File: src/rtl/dsc_pkg.sv
// Shared types for the DDR write strobe capture block.
package dsc_pkg;

    // Burst phase seen by the tracker
    typedef enum logic [1:0] {
        ST_IDLE = 2'd0,   // no burst, strobe ignored
        ST_PRE  = 2'd1,   // command seen, waiting for first rising edge
        ST_DATA = 2'd2,   // capturing elements on every strobe edge
        ST_POST = 2'd3    // last element taken, strobe must stay low
    } cap_state_t;

endpackage

File: src/rtl/dsc_strobe_sampler.sv
// Registers strobe, data, mask and command inputs in the sampling clock
// domain and derives rising/falling strobe edge pulses.
// Assumes strobe and data are stable for at least one sampling cycle.
module dsc_strobe_sampler #(
    parameter int DW = 8
) (
    input  logic          clk,
    input  logic          rst_n,
    input  logic          cmd_in,
    input  logic          cut_in,
    input  logic          strobe_in,
    input  logic [DW-1:0] data_in,
    input  logic          mask_in,
    output logic          cmd_s,
    output logic          cut_s,
    output logic [DW-1:0] data_s,
    output logic          mask_s,
    output logic          edge_rise,
    output logic          edge_fall
);

    logic strobe_s;
    logic strobe_p;

    // Sample all inputs together so strobe and data stay aligned
    always_ff @(posedge clk) begin
        if (!rst_n) begin
            cmd_s    <= 1'b0;
            cut_s    <= 1'b0;
            strobe_s <= 1'b0;
            strobe_p <= 1'b0;
            data_s   <= '0;
            mask_s   <= 1'b0;
        end else begin
            cmd_s    <= cmd_in;
            cut_s    <= cut_in;
            strobe_s <= strobe_in;
            strobe_p <= strobe_s;
            data_s   <= data_in;
            mask_s   <= mask_in;
        end
    end

    // Edge pulses from the last two strobe samples
    assign edge_rise = strobe_s & ~strobe_p;
    assign edge_fall = ~strobe_s & strobe_p;

endmodule

File: src/rtl/dsc_burst_tracker.sv
// Tracks a write burst: preamble wait, element counting, extension by
// further commands, truncation masking and the postamble window.
// Raises a sticky error on a falling edge in preamble or a rising edge in
// postamble. Assumes BURST_LEN is even.
module dsc_burst_tracker
    import dsc_pkg::*;
#(
    parameter int BURST_LEN = 4,
    parameter int POST_LEN  = 2,
    parameter int MAX_PEND  = 16
) (
    input  logic       clk,
    input  logic       rst_n,
    input  logic       cmd,
    input  logic       cut,
    input  logic       edge_rise,
    input  logic       edge_fall,
    output logic       take,
    output logic       force_mask,
    output logic       busy,
    output logic       err,
    output cap_state_t state
);

    localparam int CW = $clog2(MAX_PEND + 1);
    localparam int TW = $clog2(POST_LEN + 1);
    localparam logic [CW:0]   BL_W  = (CW + 1)'(BURST_LEN);
    localparam logic [CW:0]   MAX_W = (CW + 1)'(MAX_PEND);
    localparam logic [TW-1:0] T_END = TW'(POST_LEN - 1);

    cap_state_t    state_q, state_d;
    logic [CW-1:0] cnt_q, cnt_d;
    logic [TW-1:0] tmr_q, tmr_d;
    logic          mask_q, mask_d;
    logic          err_q, err_set;
    logic [CW:0]   sum;

    // Next-state, count and error decisions for one sampling cycle
    always_comb begin
        state_d = state_q;
        cnt_d   = cnt_q;
        tmr_d   = tmr_q;
        mask_d  = mask_q;
        err_set = 1'b0;
        take    = 1'b0;
        sum     = '0;
        case (state_q)
            ST_IDLE: begin
                if (cmd) begin
                    state_d = ST_PRE;
                    cnt_d   = CW'(BURST_LEN);
                    mask_d  = 1'b0;
                end
            end
            ST_PRE, ST_DATA: begin
                if (state_q == ST_PRE) begin
                    take    = edge_rise;
                    err_set = edge_fall;
                end else begin
                    take = edge_rise | edge_fall;
                end
                if (cut) mask_d = 1'b1;
                sum = {1'b0, cnt_q} - {{CW{1'b0}}, take} + (cmd ? BL_W : '0);
                if (sum > MAX_W) sum = MAX_W;
                cnt_d = sum[CW-1:0];
                if (take) state_d = ST_DATA;
                if (sum == '0) begin
                    state_d = ST_POST;
                    tmr_d   = '0;
                end
            end
            default: begin
                err_set = edge_rise & ~cmd;
                if (cmd) begin
                    state_d = ST_DATA;
                    cnt_d   = CW'(BURST_LEN);
                    mask_d  = 1'b0;
                end else if (tmr_q == T_END) begin
                    state_d = ST_IDLE;
                end else begin
                    tmr_d = tmr_q + 1'b1;
                end
            end
        endcase
    end

    // State registers and sticky error
    always_ff @(posedge clk) begin
        if (!rst_n) begin
            state_q <= ST_IDLE;
            cnt_q   <= '0;
            tmr_q   <= '0;
            mask_q  <= 1'b0;
            err_q   <= 1'b0;
        end else begin
            state_q <= state_d;
            cnt_q   <= cnt_d;
            tmr_q   <= tmr_d;
            mask_q  <= mask_d;
            err_q   <= err_q | err_set;
        end
    end

    // Truncation applies from the element sampled with it onward
    assign force_mask = mask_q | (cut & (state_q == ST_PRE || state_q == ST_DATA));
    assign busy       = (state_q != ST_IDLE);
    assign err        = err_q;
    assign state      = state_q;

    AST_ERR_STICKY: assert property (@(posedge clk) disable iff (!rst_n)
        err_q |=> err_q);
    AST_POST_DRAINED: assert property (@(posedge clk) disable iff (!rst_n)
        (state_q == ST_POST) |-> (cnt_q == '0));
    AST_CNT_BOUND: assert property (@(posedge clk) disable iff (!rst_n)
        {1'b0, cnt_q} <= MAX_W);

endmodule

File: src/rtl/dsc_pair_packer.sv
// Joins captured elements two at a time into a double-width word with a
// two-bit mask and a one-cycle valid pulse. Even element goes low.
// Assumes the tracker delivers an even number of elements per burst.
module dsc_pair_packer #(
    parameter int DW = 8
) (
    input  logic            clk,
    input  logic            rst_n,
    input  logic            busy,
    input  logic            take,
    input  logic [DW-1:0]   data,
    input  logic            mask,
    output logic            half,
    output logic            word_valid,
    output logic [2*DW-1:0] word_data,
    output logic [1:0]      word_mask
);

    logic [DW-1:0] lo_data;
    logic          lo_mask;

    // Hold the even element, then emit the pair on the odd one
    always_ff @(posedge clk) begin
        if (!rst_n) begin
            half       <= 1'b0;
            lo_data    <= '0;
            lo_mask    <= 1'b0;
            word_valid <= 1'b0;
            word_data  <= '0;
            word_mask  <= 2'b00;
        end else begin
            word_valid <= take & half;
            if (!busy) begin
                half <= 1'b0;
            end else if (take && !half) begin
                lo_data <= data;
                lo_mask <= mask;
                half    <= 1'b1;
            end else if (take) begin
                word_data <= {data, lo_data};
                word_mask <= {mask, lo_mask};
                half      <= 1'b0;
            end
        end
    end

    AST_VALID_PULSE: assert property (@(posedge clk) disable iff (!rst_n)
        word_valid |=> !word_valid);

endmodule

File: src/rtl/ddr_wr_capture.sv
// Top of the DDR write strobe capture: sampler, burst tracker, pair packer.
// Assumes clk oversamples the strobe so that every strobe level lasts at
// least one sampling cycle.
module ddr_wr_capture
    import dsc_pkg::*;
#(
    parameter int DW        = 8,
    parameter int BURST_LEN = 4,
    parameter int POST_LEN  = 2,
    parameter int MAX_PEND  = 4 * BURST_LEN
) (
    input  logic            clk,
    input  logic            rst_n,
    input  logic            wr_cmd,
    input  logic            wr_cut,
    input  logic            strobe,
    input  logic [DW-1:0]   din,
    input  logic            din_mask,
    output logic            pair_valid,
    output logic [2*DW-1:0] pair_data,
    output logic [1:0]      pair_mask,
    output logic            strobe_err
);

    generate
        if (BURST_LEN % 2 != 0) begin : g_bad_len
            $error("BURST_LEN must be even");
        end
    endgenerate

    logic          cmd_s, cut_s, mask_s, rise, fall;
    logic [DW-1:0] data_s;
    logic          take, force_mask, busy, half;
    cap_state_t    trk_state;

    dsc_strobe_sampler #(.DW(DW)) i_sampler (
        .clk(clk), .rst_n(rst_n),
        .cmd_in(wr_cmd), .cut_in(wr_cut), .strobe_in(strobe),
        .data_in(din), .mask_in(din_mask),
        .cmd_s(cmd_s), .cut_s(cut_s), .data_s(data_s), .mask_s(mask_s),
        .edge_rise(rise), .edge_fall(fall)
    );

    dsc_burst_tracker #(
        .BURST_LEN(BURST_LEN), .POST_LEN(POST_LEN), .MAX_PEND(MAX_PEND)
    ) i_tracker (
        .clk(clk), .rst_n(rst_n),
        .cmd(cmd_s), .cut(cut_s), .edge_rise(rise), .edge_fall(fall),
        .take(take), .force_mask(force_mask), .busy(busy),
        .err(strobe_err), .state(trk_state)
    );

    dsc_pair_packer #(.DW(DW)) i_packer (
        .clk(clk), .rst_n(rst_n),
        .busy(busy), .take(take), .data(data_s), .mask(mask_s | force_mask),
        .half(half), .word_valid(pair_valid),
        .word_data(pair_data), .word_mask(pair_mask)
    );

    AST_WORD_ON_FALL: assert property (@(posedge clk) disable iff (!rst_n)
        pair_valid |-> $past(fall));
    AST_PAIR_CLOSED: assert property (@(posedge clk) disable iff (!rst_n)
        (trk_state == ST_POST) |-> !half);
    AST_ERR_NEEDS_EDGE: assert property (@(posedge clk) disable iff (!rst_n)
        $rose(strobe_err) |-> $past(rise | fall));

endmodule

File: config.mk
export PLATFORM = sky130hd
export DESIGN_NAME = ddr_wr_capture
export DESIGN_NICKNAME = d
export VERILOG_FILES = /design/src/rtl/dsc_pkg.sv /design/src/rtl/dsc_strobe_sampler.sv /design/src/rtl/dsc_burst_tracker.sv /design/src/rtl/dsc_pair_packer.sv /design/src/rtl/ddr_wr_capture.sv
export SDC_FILE = /design/constraint.sdc
export NUM_CORES = 1
export LEC_CHECK = 0
export BUFFER_PORTS_ARGS = -buffer_cell sky130_fd_sc_hd__buf_2
export CAP_MARGIN = 10
export CORE_MARGIN = 3
export CORE_UTILIZATION = 29
export DETAILED_ROUTE_END_ITERATION = 16
export GPL_ROUTABILITY_DRIVEN = 0
export PLACE_DENSITY = 0.51
export RECOVER_POWER = 25
export SKIP_LAST_GASP = 1
export SLEW_MARGIN = 20
export SYNTH_ARGS = -nofsm -noshare
export SYNTH_HDL_FRONTEND = slang
export SYNTH_SLANG_ARGS = --single-unit
File: constraint.sdc
create_clock -name clk -period 3.3 [get_ports clk]
set_input_delay 0.495 -clock clk [delete_from_list [all_inputs] [get_ports clk]]
set_output_delay 0.495 -clock clk [all_outputs]
set_load 0.02 [all_outputs]
==> metrics.md, run 1 <==
| Metric | Value |
|---|---|
| CTS tree | yes |
| Final Hold Fails | 0 |
| Post-synthesis cell count | 245 |
| Die Wd | 92.6 um |
| Crit path capture type | flop |
| Clk pin slew, worst setup/hold paths | 0.09 ns |
| Mean routed wirelength per cell | 12.2 um |
| Final setup margin | 0.229 ns |
| ANT nets after route | 0 |
| Max clock buf depth | 2 |
| R2R Setup Slk | 0.23 ns |
| Static leakage | 0.00107 uW |
| First-pass GRT wire length | 7700 um |
| Ant diodes | 0 |
| Die area | 0.00857 mm2 |
| Largest net degree at the start of global routing | 31 |
| Critical path type | reg2reg |
| Clock sink count | 53 |
| Area added between synthesis and finish | 18.9% |
| Fin Setup TNS | 0 ns |
| Status | complete, no violations |
| PD cells | 682 mW/mm2 |
| Final period util | 93.1% |
| WL met3 | 156 um |
| Critical path required time | 3.50 ns |
| Vert. Die Dim | 92.6 um |
| Post-cts hold buffer count | 0 |
| Most frequent cells in the layout | dfxtp_1 (53), nand2_1 (39), buf_2 (26), a21oi_1 (25), nor2_1 (23) |
| Register area share after synthesis | 48.8% |
| DR vias/cell | 4.49 |
| Pre-antenna DRT Iters | 4 |
| Switching pwr | 598 uW |
| Crit path DAT | 3.28 ns |
| Slew of the pin with the lowest slew margin | 0.934 ns |
| Minimum hold slack | 0.394 ns |
| Comb power frac | 34.6% |
| Netlist cell types | 34 |
| Row cnt | 30 |
| Synth area leader | dfxtp_1 |
| Vias in the first global route | 1,642 |
| Max Used Layer | met4 |
| Clock power share | 25.0% |
| Slew Limit Fails | 0 |
| Post-synth EDFFs | 0 |
| Setup violations, final | 0 |
| Unrepaired setup endpoints after global routing | no |
| Number of port buffers | 33 |
| Initial antenna violation count | 0 |
| Top cell type's share of synthesized area | 48.8% |
| Initial Utilization | 31.0% |
| Via count | 1,694 |
| Crit start category | flop |
| Main combinational cell family by area after synthesis | simple AND/OR/NAND/NOR gates |
| HPWL Detailed | 3280 um |
| Simple-gate share of the synthesized area | 18.9% |
| Iteration-0 DRC Markers | 77 |
| Yosys warns | 0 |
| CTS root buf | clkbuf_8 |
| Proportion of synthesized area in mux cells | 4.15% |
| Met2 WL post-DR | 1960 um |
| H-tree depth | 2 |
| Metal-1 WL | 2440 um |
| Max Freq | 0.326 GHz |
| Synthesized net count | 272 |
| GRT Util Overall | 11.1% |
| Synth Area in Adders | 7.83% |
| GRT overflow | 0 |
| Main synth FF type | dfxtp_1 |
| Top cells by area, synth | dfxtp_1 (49%), ha_1 (6.9%), nand2_1 (6.7%) |
| Maximum vdd drop | 0.221 mV |
| Fill cells | 741 |
| Net Sw Frac | 34.0% |
| Share of post-route cells with drive strength above 1 | 16.7% |
| Post-Synth XOR/XNOR Area | 0.806% |
| Postcts setup bufs | 0 |
| # nets final | 307 |
| FFs w/ async S/R, synth | 0% |
| Routed wire length | 4590 um |
| P_int | 1160 uW |
| Core area | 0.00702 mm2 |
| HP Class | in2reg |
| Commonest non-fill, non-tap cell in the layout | dfxtp_1 |
| Util after Layout | 36.8% |
| Synthesized flop and latch total | 53 |
| I/O Pins | 34 |
| Residual DRC count | 0 |
| Footprint of the multi-input gates | 0.00102 mm2 |
| Tmin final | 3.07 ns |
| Clock Latency Late Sink | 0.30 ns |
| Compound-gate portion of the synthesized area | 14.4% |
| Sequential cell area | 0.00106 mm2 |
| Post-Synthesis Cell Area | 0.00217 mm2 |
| Max-cap check violation count | 0 |
| Skew final | 0.00957 ns |
| Slew HR | 37.7% |
| Total CTS buffers | 5 |
| Number of gates resized after cts | 0 |
| CP Max Fanout | 5 |
| Pre-CTS setup slack | 0.150 ns |
| Sequential power share | 40.3% |
| Avg Synthesized Cell Area | 8.87 um2 |
worst paths after layout:
path                       startpoint                     end  depth (start not counted)
setup / recovery   i_sampler.strobe_p      i_tracker.state[0]                         13
hold / removal                 din[6]     i_sampler.data_s[6]                          2
setup reg to reg   i_sampler.strobe_p      i_tracker.state[0]                         13
hold reg to reg   i_sampler.data_s[3]  i_packer.word_data[11]                          2
flip-flops by register name, indices dropped and copies added (netlist names):
register / flops
i_packer.word_data: 16
i_packer.lo_data: 8
i_sampler.data_s: 8
i_tracker.cnt_q: 5
i_packer.word_mask: 2
i_tracker.state: 2
i_tracker.tmr_q: 2
i_packer.half: 1
i_packer.lo_mask: 1
i_packer.word_valid: 1
i_sampler.cmd_s: 1
i_sampler.cut_s: 1
i_sampler.mask_s: 1
i_sampler.strobe_p: 1
i_sampler.strobe_s: 1
i_tracker.err: 1
i_tracker.mask_q: 1
per-layer routing:
metal | GRT usage, % | vias to the layer above
li1 | - | 892
met2 | 16.5 | 30
met4 | 2.97 | 0
met1 | 16.1 | 768
met5 | 0 | -
met3 | 2.52 | 4
power groups by stage:
stage / Combinational (uW) / Clock [uW] / Sequential [uW]
after floorplan: 454 / 0 / 719
after global placement: 569 / 0 / 726
after detailed placement: 568 / 0 / 726
after CTS: 572 / 458 / 711
after global routing: 683 / 486 / 719
final: 610 / 441 / 711
cells in the mapped netlist (all sizes together), types with 3 or more instances:
library cell / number
inv: 18
nor2: 23
a311oi: 3
a21oi: 25
dfxtp: 53
ha: 12
nor3: 6
nand2: 39
buf: 3
clkbuf: 8
a31oi: 3
o21ai: 7
mux2i: 9
a211oi: 5
and2: 12
worst max-delay path: stages, from the launching register on:
cell,delay [ns]
dfxtp_1,0.35
inv_1,0.05
ha_1,0.28
o21ai_1,0.20
ha_1,0.17
inv_1,0.04
ha_1,0.20
fa_1,0.40
a211oi_1,0.29
nor3_1,0.14
a211o_4,0.32
o21ai_4,0.20
a211oi_1,0.10
a41o_1,0.24
through the flow:
step	total power, uW	cell area, um2	std cells
floorplan	1170	2170	245
global placement	1290	2460	369
detailed placement	1290	2460	369
CTS	1740	2580	377
global route	1890	2580	377
finish	1760	2580	377
final cells by class:
cell class              count  share of cell area, %
clock inverters             3                   1.79
repair buffers             39                   7.80
well taps                  96                   4.65
multi-input cells         163                   39.4
inverters                  18                   2.62
clock buffers               5                   2.66
flip-flops and latches     53                   41.1
cell families (layout without fill, tap and decap cells):
family	Yosys count	after routing
AO/OA/AOI/OAI	49	49
multiplexers	9	9
AND/OR/NAND/NOR	90	90
XOR/XNOR	2	2
buffers and inverters	29	65
adder cells (fa/ha/maj)	13	13
flip-flops	53	53
Power figures use the tool's default switching activity.
==> run 2: changes to the inputs <==
--- a/config.mk
+++ b/config.mk
@@ -11,7 +11,7 @@
 export CORE_UTILIZATION = 29
 export DETAILED_ROUTE_END_ITERATION = 16
 export GPL_ROUTABILITY_DRIVEN = 0
-export PLACE_DENSITY = 0.51
+export PLACE_DENSITY = 0.49
 export RECOVER_POWER = 25
 export SKIP_LAST_GASP = 1
 export SLEW_MARGIN = 20
==> constraint.sdc (replaced) <==
create_clock -name clk -period 3.6 [get_ports clk]
set_input_delay 0.54 -clock clk [delete_from_list [all_inputs] [get_ports clk]]
set_output_delay 0.54 -clock clk [all_outputs]
set_load 0.02 [all_outputs]
==> metrics.md, run 2 (synthesis gave the netlist of run 1 again) <==
| Metric | Value |
|---|---|
| Static leakage | 0.00105 uW (-2.3%) |
| Core area | 0.00702 mm2 (unchanged) |
| Iteration-0 DRC Markers | 91 (+18%) |
| HPWL Detailed | 3220 um (-1.5%) |
| Mean routed wirelength per cell | 12.2 um (+0.47%) |
| GRT overflow | 0 (unchanged) |
| Pre-CTS setup slack | 0.389 ns (+0.239 ns) |
| Commonest non-fill, non-tap cell in the layout | dfxtp_1 |
| First-pass GRT wire length | 7490 um (-2.7%) |
| Fin Setup TNS | 0 ns (unchanged) |
| Final setup margin | 0.354 ns (+0.125 ns) |
| Dpl cell area | 0.00245 mm2 (-0.61%) |
| Slew Limit Fails | 41 (+41) |
| Start point of the critical path | i_sampler.strobe_p |
| Post-cts hold buffer count | 0 (unchanged) |
| Die area | 0.00857 mm2 (unchanged) |
| Most frequent cells in the layout | dfxtp_1 (53), nand2_1 (39), buf_2 (27), a21oi_1 (25), nor2_1 (23) |
| Total CTS buffers | 5 (unchanged) |
| Postcts setup bufs | 0 (unchanged) |
| Slew HR | -23.5% (-61 points) |
| Crit path capture type | flop |
| GRT Util Overall | 10.9% (-0.24 points) |
| Routed wire length | 4590 um (about the same) |
| Slew of the pin with the lowest slew margin | 1.85 ns (+0.918 ns) |
| Clk pin slew, worst setup/hold paths | 0.10 ns (about the same) |
| Initial antenna violation count | 0 (unchanged) |
| Max clock buf depth | 2 (unchanged) |
| Crit path DAT | 3.47 ns (+0.19 ns) |
| CTS tree | yes |
| Tmin final | 3.25 ns (+0.175 ns) |
| Setup violations, final | 0 (unchanged) |
| Status | complete, but fails checks |
| Vias in the first global route | 1,561 (-4.9%) |
| Largest net degree at the start of global routing | 41 (+32%) |
| Post-route cell area | 0.00253 mm2 (-2.1%) |
| Row cnt | 30 (unchanged) |
| Maximum vdd drop | 0.160 mV (-27%) |
| Critical path type | reg2reg |
| Share of post-route cells with drive strength above 1 | 15.1% (-1.7 points) |
| Number of gates resized after cts | 0 (unchanged) |
| Residual DRC count | 0 (unchanged) |
| Max-cap check violation count | 1 (+1) |
| Ant diodes | 0 (unchanged) |
| I/O Pins | 34 (unchanged) |
| Sequential cell area | 0.00106 mm2 (unchanged) |
| Fill cells | 776 (+4.7%) |
| Total power | 1520 uW (-14%) |
| HP Class | in2reg |
| Hold Startpoint | din[4] |
| Area added between synthesis and finish | 16.4% |
| Pre-antenna DRT Iters | 4 (unchanged) |
| RR Startpoint | i_sampler.strobe_p |
| Failing checks | capacitance limit, slew limit |
| Footprint of the multi-input gates | 0.00100 mm2 (-1.6%) |
| Skew final | 0.00750 ns (-0.00207 ns) |
| Max FFs per register | 16 (unchanged) |
| Final Hold Fails | 0 (unchanged) |
| Die Wd | 92.6 um (unchanged) |
| Max Freq | 0.308 GHz (-5.4%) |
| DR vias/cell | 4.51 (+0.47%) |
| Final period util | 90.2% (-2.9 points) |
| Initial Utilization | 31.0% (unchanged) |
| Clock Latency Late Sink | 0.31 ns (about the same) |
| Via count | 1,693 (-0.059%) |
| Clock sink count | 53 (unchanged) |
| CP Max Fanout | 3 (-2) |
| Critical path required time | 3.83 ns (+0.33 ns) |
| ANT nets after route | 0 (unchanged) |
| PD cells | 600 mW/mm2 (-12%) |
| H-tree depth | 2 (unchanged) |
| Number of port buffers | 33 (unchanged) |
| Util after Layout | 36.0% (-0.77 points) |
| Largest Register | i_packer.word_data |
| Vert. Die Dim | 92.6 um (unchanged) |
| Crit start category | flop |
| CTS root buf | clkbuf_8 |
| Unrepaired setup endpoints after global routing | no |
| # nets final | 305 (-0.65%) |
| Largest regs | i_packer.word_data (16), i_packer.lo_data (8), i_sampler.data_s (8) |
## run 2: cell types whose count changed in the layout (fill, tap and decap cells not counted)
cell / previous run / this run
o2bb2ai_2: 1 / 0
or4b_4: 1 / 0
buf_4: 6 / 3
buf_2: 26 / 27
o2bb2ai_1: 0 / 1
bufinv_16: 1 / 0
or4b_1: 0 / 1
clkinvlp_4: 1 / 2
clkinv_4: 1 / 0
a311oi_1: 2 / 3
a311oi_2: 1 / 0
inv_8: 0 / 1
## run 2: area by class of cell
| cell class | instances | share of cell area, % |
|---|---|---|
| multi-input cells | 163 | 39.6 |
| clock inverters | 3 | 1.04 |
| well taps | 96 | 4.75 |
| inverters | 18 | 2.67 |
| repair buffers | 37 | 7.27 |
| clock buffers | 5 | 2.72 |
| flip-flops and latches | 53 | 41.9 |
## run 2: worst max-delay path: stages (launching register included)
cell,delay [ns]
dfxtp_1,0.34
inv_1,0.04
ha_1,0.28
o21ai_1,0.20
ha_1,0.17
inv_1,0.04
ha_1,0.20
fa_1,0.40
xor2_1,0.19
or4b_1,0.58
a311oi_1,0.46
a31oi_1,0.14
nor2_1,0.12
## run 2: path summary, 6_finish.rpt
| path | endpoint | slack (ns) | depth (start not counted) |
|---|---|---|---|
| worst max register to register | i_tracker.cnt_q[3] | 0.35 | 12 |
| worst min-delay path | i_sampler.data_s[4] | 0.44 | 2 |
| worst max-delay path | i_tracker.cnt_q[3] | 0.35 | 12 |
| worst min register to register | i_packer.word_data[11] | 0.45 | 2 |
## run 2: where the power goes
group          switching [uW]  internal, uW  leakage (uW)
Clock                     204           142     0.0000423
Combinational             313           207      0.000576
Sequential               23.7           627      0.000431
## run 2: metal layers
| metal | vias up | routed length [um] | global-route usage (%) |
|---|---|---|---|
| met4 | 0 | 61 | 3.34 |
| met2 | 36 | 1950 | 16.1 |
| met1 | 772 | 2380 | 15.4 |
| met5 | - | 0 | 0 |
| li1 | 881 | - | - |
| met3 | 4 | 197 | 2.84 |
## run 2: metrics by stage
| stage | hold WS (ns) | instances |
|---|---|---|
| after global placement | 0.441 | 367 |
| final | 0.439 | 375 |
| after detailed placement | 0.445 | 367 |
| after CTS | 0.427 | 375 |
| after global routing | 0.418 | 375 |
| after floorplan | 0.431 | 245 |
